--- config.mk ---
export PLATFORM = sky130hd
export DESIGN_NAME = eccw_classifier
export DESIGN_NICKNAME = d
export VERILOG_FILES = /design/src/rtl/eccw_pkg.sv /design/src/rtl/eccw_weight.sv /design/src/rtl/eccw_datapath.sv /design/src/rtl/eccw_control.sv /design/src/rtl/eccw_classifier.sv
export SDC_FILE = /design/constraint.sdc
export NUM_CORES = 1
export LEC_CHECK = 0
export BUFFER_PORTS_ARGS = -buffer_cell sky130_fd_sc_hd__buf_2
export CELL_PAD_IN_SITES_DETAIL_PLACEMENT = 1
export CELL_PAD_IN_SITES_GLOBAL_PLACEMENT = 1
export CORE_UTILIZATION = 32
export DETAILED_ROUTE_END_ITERATION = 6
export GPL_TIMING_DRIVEN = 0
export PLACE_DENSITY = 0.77
export RECOVER_POWER = 50
export SYNTH_ARGS = -nofsm -noshare
export SYNTH_HDL_FRONTEND = slang
export SYNTH_SLANG_ARGS = --single-unit
--- constraint.sdc ---
create_clock -name clk -period 1.4 [get_ports clk]
set_input_delay 0.14 -clock clk [delete_from_list [all_inputs] [get_ports clk]]
set_output_delay 0.14 -clock clk [all_outputs]
set_load 0.01 [all_outputs]
--- src/rtl/eccw_pkg.sv ---
package eccw_pkg;

  localparam logic [3:0] CLS_NONE    = 4'b0001;
  localparam logic [3:0] CLS_IGNORE  = 4'b0010;
  localparam logic [3:0] CLS_CORRECT = 4'b0100;
  localparam logic [3:0] CLS_DETECT  = 4'b1000;

  localparam logic [1:0] SEL_NONE = 2'b00;
  localparam logic [1:0] SEL_A    = 2'b01;
  localparam logic [1:0] SEL_B    = 2'b10;
  localparam logic [1:0] SEL_DBL  = 2'b11;

  typedef struct packed {
    logic capture;
    logic dblPending;
  } ctrlStrobes_t;

  typedef enum logic [0:0] {
    ST_IDLE = 1'b0,
    ST_WAIT = 1'b1
  } ctrlState_e;

endpackage

--- src/rtl/eccw_weight.sv ---
module eccw_weight #(
  parameter int WIDTH = 8,
  localparam int CW = $clog2(WIDTH + 1)
) (
  input  logic [WIDTH-1:0] vec,
  output logic [CW-1:0]    count
);

  always_comb begin
    count = '0;
    for (int i = 0; i < WIDTH; i++) begin
      count = count + CW'(vec[i]);
    end
  end

endmodule

--- src/rtl/eccw_datapath.sv ---
module eccw_datapath
  import eccw_pkg::*;
#(
  parameter int SYND_A_W = 7,
  parameter int SYND_B_W = 8,
  localparam int CWA = $clog2(SYND_A_W + 1),
  localparam int CWB = $clog2(SYND_B_W + 1)
) (
  input  logic                clk,
  input  logic                rstN,
  input  logic [SYND_A_W-1:0] syndA,
  input  logic [SYND_B_W-1:0] syndB,
  input  logic                parB,
  input  logic                sglTpl,
  input  logic                lb0,
  input  ctrlStrobes_t        strobes,
  output logic                propDbl,
  output logic [3:0]          errClass,
  output logic [1:0]          corrSel
);

  logic [CWA-1:0] cntA;
  logic [CWB-1:0] cntB;
  logic [7:0]     wA;
  logic [7:0]     wB;
  logic [8:0]     wSum;
  logic           aEven;
  logic           bEven;
  logic           lowWeight;
  logic [3:0]     propCls;
  logic [1:0]     propSel;

  eccw_weight #(.WIDTH(SYND_A_W)) i_weightA (.vec(syndA), .count(cntA));
  eccw_weight #(.WIDTH(SYND_B_W)) i_weightB (.vec(syndB), .count(cntB));

  assign wA        = 8'(cntA);
  assign wB        = 8'(cntB);
  assign wSum      = 9'(wA) + 9'(wB);
  assign aEven     = (wA == 8'd2) || (wA == 8'd4) || (wA == 8'd6);
  assign bEven     = (wB == 8'd2) || (wB == 8'd4) || (wB == 8'd6);
  assign lowWeight = (wSum <= 9'd2);

  always_comb begin
    propCls = CLS_DETECT;
    propSel = SEL_NONE;
    if (wA == 8'd0 && wB == 8'd0 && !parB) begin
      propCls = CLS_NONE;
    end else if ((lowWeight && !(wA == 8'd1 && wB == 8'd1 && !parB)) ||
                 (wA == 8'd2 && wB == 8'd1 && parB)) begin
      propCls = CLS_IGNORE;
    end else if (wA == 8'd3 && wB == 8'd3 && !sglTpl && (parB || !lb0)) begin
      propCls = CLS_CORRECT;
      propSel = SEL_A;
    end else if ((wA == 8'd2 || wA == 8'd4) && wB == 8'd3 && !parB) begin
      propCls = CLS_CORRECT;
      propSel = SEL_B;
    end else if (wA == 8'd3 && (wB == 8'd2 || wB == 8'd4) && parB) begin
      propCls = CLS_CORRECT;
      propSel = SEL_A;
    end else if (aEven && bEven && !parB) begin
      propCls = CLS_CORRECT;
      propSel = SEL_DBL;
    end
  end

  assign propDbl = (propSel == SEL_DBL);

  always_ff @(posedge clk or negedge rstN) begin
    if (!rstN) begin
      errClass <= '0;
      corrSel  <= SEL_NONE;
    end else if (strobes.capture) begin
      errClass <= propCls;
      corrSel  <= propSel;
    end
  end

  // selector is non-zero exactly for a correct class
  assert_sel_matches_class_R2: assert property (@(posedge clk) disable iff (!rstN)
    (corrSel != SEL_NONE) == (errClass == CLS_CORRECT));

  assert_class_onehot0_R2: assert property (@(posedge clk) disable iff (!rstN)
    $onehot0(errClass));

  // while stalled the registered selector names the double corrector
  assert_pending_is_dbl_R9: assert property (@(posedge clk) disable iff (!rstN)
    strobes.dblPending |-> (corrSel == SEL_DBL && errClass == CLS_CORRECT));

  // without a capture strobe the result is held
  assert_hold_without_capture_R10: assert property (@(posedge clk) disable iff (!rstN)
    !strobes.capture |=> ($stable(errClass) && $stable(corrSel)));

endmodule

--- src/rtl/eccw_control.sv ---
module eccw_control
  import eccw_pkg::*;
(
  input  logic         clk,
  input  logic         rstN,
  input  logic         inValid,
  input  logic         propDbl,
  input  logic         dblDone,
  output ctrlStrobes_t strobes,
  output logic         inReady,
  output logic         waitDbl,
  output logic         resValid
);

  ctrlState_e state;
  ctrlState_e stateNext;
  logic       accept;
  logic       release_;

  assign accept   = (state == ST_IDLE) && inValid;
  assign release_ = (state == ST_WAIT) && dblDone;

  always_comb begin
    stateNext = state;
    if (accept && propDbl) stateNext = ST_WAIT;
    else if (release_)     stateNext = ST_IDLE;
  end

  always_ff @(posedge clk or negedge rstN) begin
    if (!rstN) begin
      state    <= ST_IDLE;
      resValid <= 1'b0;
    end else begin
      state    <= stateNext;
      resValid <= (accept && !propDbl) || release_;
    end
  end

  assign inReady            = (state == ST_IDLE);
  assign waitDbl            = (state == ST_WAIT);
  assign strobes.capture    = accept;
  assign strobes.dblPending = waitDbl;

  // stall persists until the double result is signalled
  assert_wait_holds_R9: assert property (@(posedge clk) disable iff (!rstN)
    (waitDbl && !dblDone) |=> (waitDbl && !resValid));

  assert_release_R9: assert property (@(posedge clk) disable iff (!rstN)
    (waitDbl && dblDone) |=> (resValid && !waitDbl));

  // a plain accepted read produces a result next cycle
  assert_plain_result_R2: assert property (@(posedge clk) disable iff (!rstN)
    (inReady && inValid && !propDbl) |=> resValid);

endmodule

--- src/rtl/eccw_classifier.sv ---
module eccw_classifier
  import eccw_pkg::*;
#(
  parameter int SYND_A_W = 7,
  parameter int SYND_B_W = 8
) (
  input  logic                clk,
  input  logic                rstN,
  input  logic                inValid,
  input  logic [SYND_A_W-1:0] syndA,
  input  logic [SYND_B_W-1:0] syndB,
  input  logic                parB,
  input  logic                sglTpl,
  input  logic                lb0,
  input  logic                dblDone,
  output logic                inReady,
  output logic                resValid,
  output logic                waitDbl,
  output logic [3:0]          errClass,
  output logic [1:0]          corrSel
);

  ctrlStrobes_t strobes;
  logic         propDbl;

  eccw_datapath #(.SYND_A_W(SYND_A_W), .SYND_B_W(SYND_B_W)) i_datapath (
    .clk(clk), .rstN(rstN), .syndA(syndA), .syndB(syndB), .parB(parB),
    .sglTpl(sglTpl), .lb0(lb0), .strobes(strobes), .propDbl(propDbl),
    .errClass(errClass), .corrSel(corrSel)
  );

  eccw_control i_control (
    .clk(clk), .rstN(rstN), .inValid(inValid), .propDbl(propDbl),
    .dblDone(dblDone), .strobes(strobes), .inReady(inReady),
    .waitDbl(waitDbl), .resValid(resValid)
  );

  // a presented result always carries exactly one class
  assert_result_onehot_R2: assert property (@(posedge clk) disable iff (!rstN)
    resValid |-> $onehot(errClass));

endmodule

Word level (Yosys, flattened, before mapping):

Cells that the tools add are included.

* register bits: 8
* word-level logic and storage cells: 80
* input bits: 22

* add/sub/neg operators: 14
* mux-type cells: 14
* equality and inequality tests: 11
* reductions and logical operators: 35
* order comparisons: 1
* bitwise operators: 1

Operators with widths (number)
* $mux W4: 6
* $logic_and A1 B1 Y1: 20
* $add A4 B1 Y4: 4
* $logic_not A8 Y1: 2
* $add A3 B1 Y3: 4
* $mux W2: 6
* $le A9 B2 Y1 const B: 1
* $eq A4 B2 Y1 const B: 2
* $eq A4 B3 Y1 const B: 2
* $logic_or A1 B1 Y1: 7
* $add A2 B1 Y3: 2
* $eq A3 B2 Y1 const B: 2
* $eq A3 B3 Y1 const B: 2
* $add A3 B4 Y5: 1
* $logic_not A1 Y1: 5
* $add A1 B1 Y2: 2
* $add A3 B1 Y4: 1
* $eq A4 B1 Y1 const B: 1
* $eq A3 B1 Y1 const B: 1
* $eq A2 B2 Y1 const B: 1
* $mux W1: 2
* $reduce_bool A2 Y1: 1
* $not A1 Y1: 1

Longest topological paths before layout:

* depth in word-level cells: 22
* depth in mapped cells: 15

Hierarchy:

From an unflattened synthesis, not the netlist that was laid out.

* cells, all modules: 103
* area total of the unflattened synthesis: 929.6 µm²

Modules (own cells, without submodules)
* eccw_datapath: times used 1, area each 530.5 µm², cells an instance 58
* eccw_weight (i_datapath.i_weightB): times used 1, area each 190.2 µm², cells an instance 24
* eccw_weight (i_datapath.i_weightA): times used 1, area each 110.1 µm², cells an instance 12
* eccw_control: times used 1, area each 98.8 µm², cells an instance 9

Least setup slack after synthesis:

No wires, ideal clock.

* path type: input to register
* start: in syndB[0]
* end: reg i_control.state, in the netlist i_control.waitDbl
* buffers on the path: 0
* stages: 14
* required time: 1273 ps
* arrival time: 3645 ps
* slack: -2372 ps
* cells stage by stage: fa_1 -> inv_1 -> fa_1 -> fa_1 -> inv_1 -> ha_1 -> fa_1 -> inv_1 -> fa_1 -> inv_1 -> a221oi_1 -> o211ai_2 -> o211ai_2 -> o22ai_1

* word-level cells in the longest chain between the ends: 21
* elaborated cells on any way between the ends: 45
* classes of those cells: add/sub: 8; order compare: 1; eq/ne: 6; mux: 7; reduce/logical: 23

Ends and longest elaborated chain
* from (decl): line eccw_classifier.sv:11 `input logic [SYND_B_W-1:0] syndB,`
* $add A1 B1 Y2 *: line eccw_weight.sv:12 `count = count + CW'(vec[i]);`
* $add A2 B1 Y3 *: line eccw_weight.sv:12
* $add A3 B1 Y4 *: line eccw_weight.sv:12
* $add A4 B1 Y4 * (4 in a row): line eccw_weight.sv:12
* branches (longest 10 deep; another with $le A9 B2 Y1)
* $mux W2 *: line eccw_datapath.sv:46 `if (wA == 8'd0 && wB == 8'd0 && !parB) begin`
* $eq A2 B2 Y1 *: line eccw_datapath.sv:66 `assign propDbl = (propSel == SEL_DBL);`
* $logic_and A1 B1 Y1 *: line eccw_control.sv:25 `if (accept && propDbl) stateNext = ST_WAIT;`
* $mux W1 / $reduce_bool A2 Y1 (equally long branches)
* to (signal assigned): line eccw_control.sv:34 `state <= stateNext;`
* to (decl): line eccw_control.sv:15 `ctrlState_e state;`

Every way passes the cells marked *.
A chain may end at the register's enable or synchronous reset.

Final worst setup path:

* start: in syndB[0]
* end: reg i_control.resValid

* word-level cells in the longest chain between the ends: 22
* elaborated cells on any way between the ends: 45
* classes of those cells: add/sub: 8; order compare: 1; eq/ne: 6; mux: 6; reduce/logical: 24

Ends and longest elaborated chain
* $add A1 B1 Y2 *: line eccw_weight.sv:12
* $add A2 B1 Y3 *: line eccw_weight.sv:12
* $add A3 B1 Y4 *: line eccw_weight.sv:12
* $add A4 B1 Y4 * (4 in a row): line eccw_weight.sv:12
* branches (longest 10 deep; another with $le A9 B2 Y1)
* $mux W2 *: line eccw_datapath.sv:46
* $eq A2 B2 Y1 *: line eccw_datapath.sv:66
* $logic_not A1 Y1 *: line eccw_control.sv:35 `resValid <= (accept && !propDbl) || release_;`
* $logic_and A1 B1 Y1 *: line eccw_control.sv:35
* $logic_or A1 B1 Y1 *: line eccw_control.sv:35
* to (signal assigned): line eccw_control.sv:35
* to (decl): line eccw_control.sv:12 `output logic resValid`

Marks and branches as above.

==> run summary <==
Reg area - 200 µm²
Buffers on Ports - 30
via count - 866
CTS Sinks - 8
max-cap viol count - 0
Hold Path Class - input port to flop
Place WS - -2.67 ns
Clk pwr share - 0.092
Sequential Power Share - 0.161
Starting Density - 0.337
Rel. slew slack - 0.715
outcome - complete, but fails checks
placed cell areas - 1130 µm²
Root Buffer - clkbuf_4
skew final - 0.00126 ns
Adder-Cell Fraction of Synth Area - 0.275
post-synth top area share - 0.215
largest family of logic cells by synthesized area - adder cells
Die Ht - 55.9 µm
Tcrit/Tclk final - 2.63
failing checks - setup timing
non-filler instance count after layout - 173
XOR/XNOR share of the synthesized area - 0.0175
multi-input logic area - 689 µm²
Pins Over Slew Limit - 0
synthesis-to-finish area growth - 37.0%
average routed wire per standard cell - 13.8 µm
CP Cell Sequence - buf_6 > fa_1 > inv_1 > fa_1 > fa_1 > inv_1 > ha_2 > fa_2 > buf_4 > nand2b_1 > or4_4 > o211ai_4 > o211ai_2 > a22o_1
# setup viols final - 8
die area - 3120 µm²
Pwr Density - 1540 nW/µm²
number of synthesis warnings - 0
Max VDD drop - 742 µV
Routed WL - 2380 µm
final setup TNS - -17.64 ns
Seq cells post-synth - 8
clk_lat worst skew - 0.25 ns
area leader, netlist - dfrtp_1
first-pass GRT wire length - 4000 µm
Synth Area in Compound Gates - 0.192
H-tree depth - 1
design area - 1270 µm²
fmax - 272 MHz
initial antenna violation count - 0
CTS clk-pin slew, worst paths - 0.05 ns
Detail Route Antenna Nets - 0
core area - 2760 µm²
largest net degree at the start of global routing - 9
# fillers - 343
die width - 55.9 µm
Final GP Congestion - 0.808
placed cells - 163
num rows - 19
I/O Pins - 31
DP HPWL - 1860 µm
Critical Path End Type - flop
Setup WS post-layout - -2.28 ns
number of synthesized flops with an enable pin - 0
gr ovfl total - 0
Final Hold Viols - 0
Synth Cell Area - 930 µm²
switching portion of total power - 0.457
number of buffers created by CTS - 3
Net Switching - 895 µW
Internal - 1.06 mW
commonest cells in the netlist - inv_1, fa_1, nand2_1
DRC - 0
FF-to-FF Start - i_control.waitDbl
Syn Area/Cell - 9.11 µm²
initial DRC count - 20
combinational fraction of design power - 0.748
Synthesized Nets - 139
Worst setup SP type - input port
Main synth FF type - dfrtp_1
worst slew pin tran - 0.428 ns
CP max stage cell - fa_1
number of global-route vias before repair - 913
via/cell ratio - 5.01
Post-Synth Simple-Gate Area - 0.179
Period minus WS final - 3.68 ns
RSZ-0062 raised after global routing - true
async set-reset flop share out of synthesis - 1.00
Netlist cell types - 39
Worst path most repeated cell - fa_1
Mapped Cells - 102
sequential-to-total area share from yosys stat - 0.215
top-count cell post-synth - inv_1
share of cells above drive strength 1 - 0.451
# diodes - 0
critical path fanouts, max - 6
clk buf depth - 2
1st-pass router iterations - 4
Overall Global Routing Usage - 0.160
CP arrival - 3.82 ns
dominant cells by area after synthesis - dfrtp_1, fa_1, inv_1
LEAKAGE - 0.660 nW
max incr delay on CP - 0.53 ns
required time of the worst setup path - 1.54 ns
CP Launch Point - syndB[0]
Worst Hold Launch - dblDone
multiplexer share of the synthesized area - 0
CTS tree - yes
nets - 181
WS Path Type - input port to flop
[layout make-up]
class,instances,share of cell area
buffer,2,0.0147
inverter,25,0.0737
sequential,8,0.157
multi-input combinational,67,0.541
clock buffer,3,0.0177
tap,31,0.0305
timing repair buffer,37,0.165
[cells in the final DEF, fill, tap and decap left out, drive strengths merged, types with 2 or more instances in the layout]
master,count
a22o,2
o21ai,4
nand3,2
nand2,9
buf,37
fa,9
nor2b,3
or4,2
inv,25
a221oi,2
ha,6
dfrtp,8
clkbuf,4
nor2,4
o21a,2
nand2b,2
or3b,2
o211ai,2
[worst paths after layout]
kind / endpoint / slack (ns) / cells past startpoint
max reg2reg: i_datapath.errClass[3] / 0.02 / 6
min in group asynchronous: i_datapath.corrSel[0] / 0.33 / 2
max in group asynchronous: i_datapath.errClass[2] / 0.78 / 2
max: i_control.resValid / -2.28 / 14
min: i_control.waitDbl / 0.09 / 2
min reg2reg: i_datapath.corrSel[1] / 0.47 / 2
[cell families after synthesis]
family	after synthesis
AO/OA/AOI/OAI	21
XOR/XNOR	1
adder cells (fa/ha/maj)	15
buffers and inverters	27
flip-flops	8
AND/OR/NAND/NOR	30
[metrics by stage]
step / hold WS (ns) / util / power (mW)
floorplan: -0.156 / - / 1.15
global placement: -0.0168 / 0.410 / 1.39
detailed placement: -0.00807 / 0.410 / 1.44
CTS: 0.0812 / 0.450 / 1.86
global route: 0.0866 / 0.462 / 2.13
finish: 0.0858 / 0.462 / 1.96
[per-layer routing]
layer / GRT usage / part of all wire / vias up
met5: 0 / 0 / -
met4: 0.0279 / 0.0042 / 0
met3: 0.0302 / 0.034 / 2
met2: 0.293 / 0.54 / 20
met1: 0.197 / 0.42 / 425
li1: - / - / 419
[worst max-delay path, delay by kind of cell]
kind                     cells  cell delay, ns
adder cells (fa/ha/maj)      5            2.08
AND/OR/NAND/NOR              2            0.62
AO/OA/AOI/OAI                3            0.59
buffers and inverters        4            0.40
[registers in the layout, indices dropped and copies added, names as in the netlist]
signal	cells
i_control.resValid	1
i_datapath.corrSel	2
i_datapath.errClass	4
i_control.waitDbl	1
[what timing repair did]
| action | in CTS | in global routing |
|---|---|---|
| gates cloned | 0 | 0 |
| pin swaps | 7 | 2 |
| hold buffers | 1 | 0 |
| buffers inserted | 5 | 1 |
| gates resized for setup | 9 | 5 |
| endpoints found under the hold margin | 8 | 0 |
| setup endpoints to repair | 8 | 8 |
[power groups by stage]
stage / clock, mW / sequential [mW] / combinational [mW]
finish: 0.180 / 0.314 / 1.46
CTS: 0.184 / 0.315 / 1.36
global placement: 0 / 0.317 / 1.07
global route: 0.197 / 0.323 / 1.61
floorplan: 0 / 0.348 / 0.802
detailed placement: 0 / 0.320 / 1.13
Power figures use the tool's default switching activity.
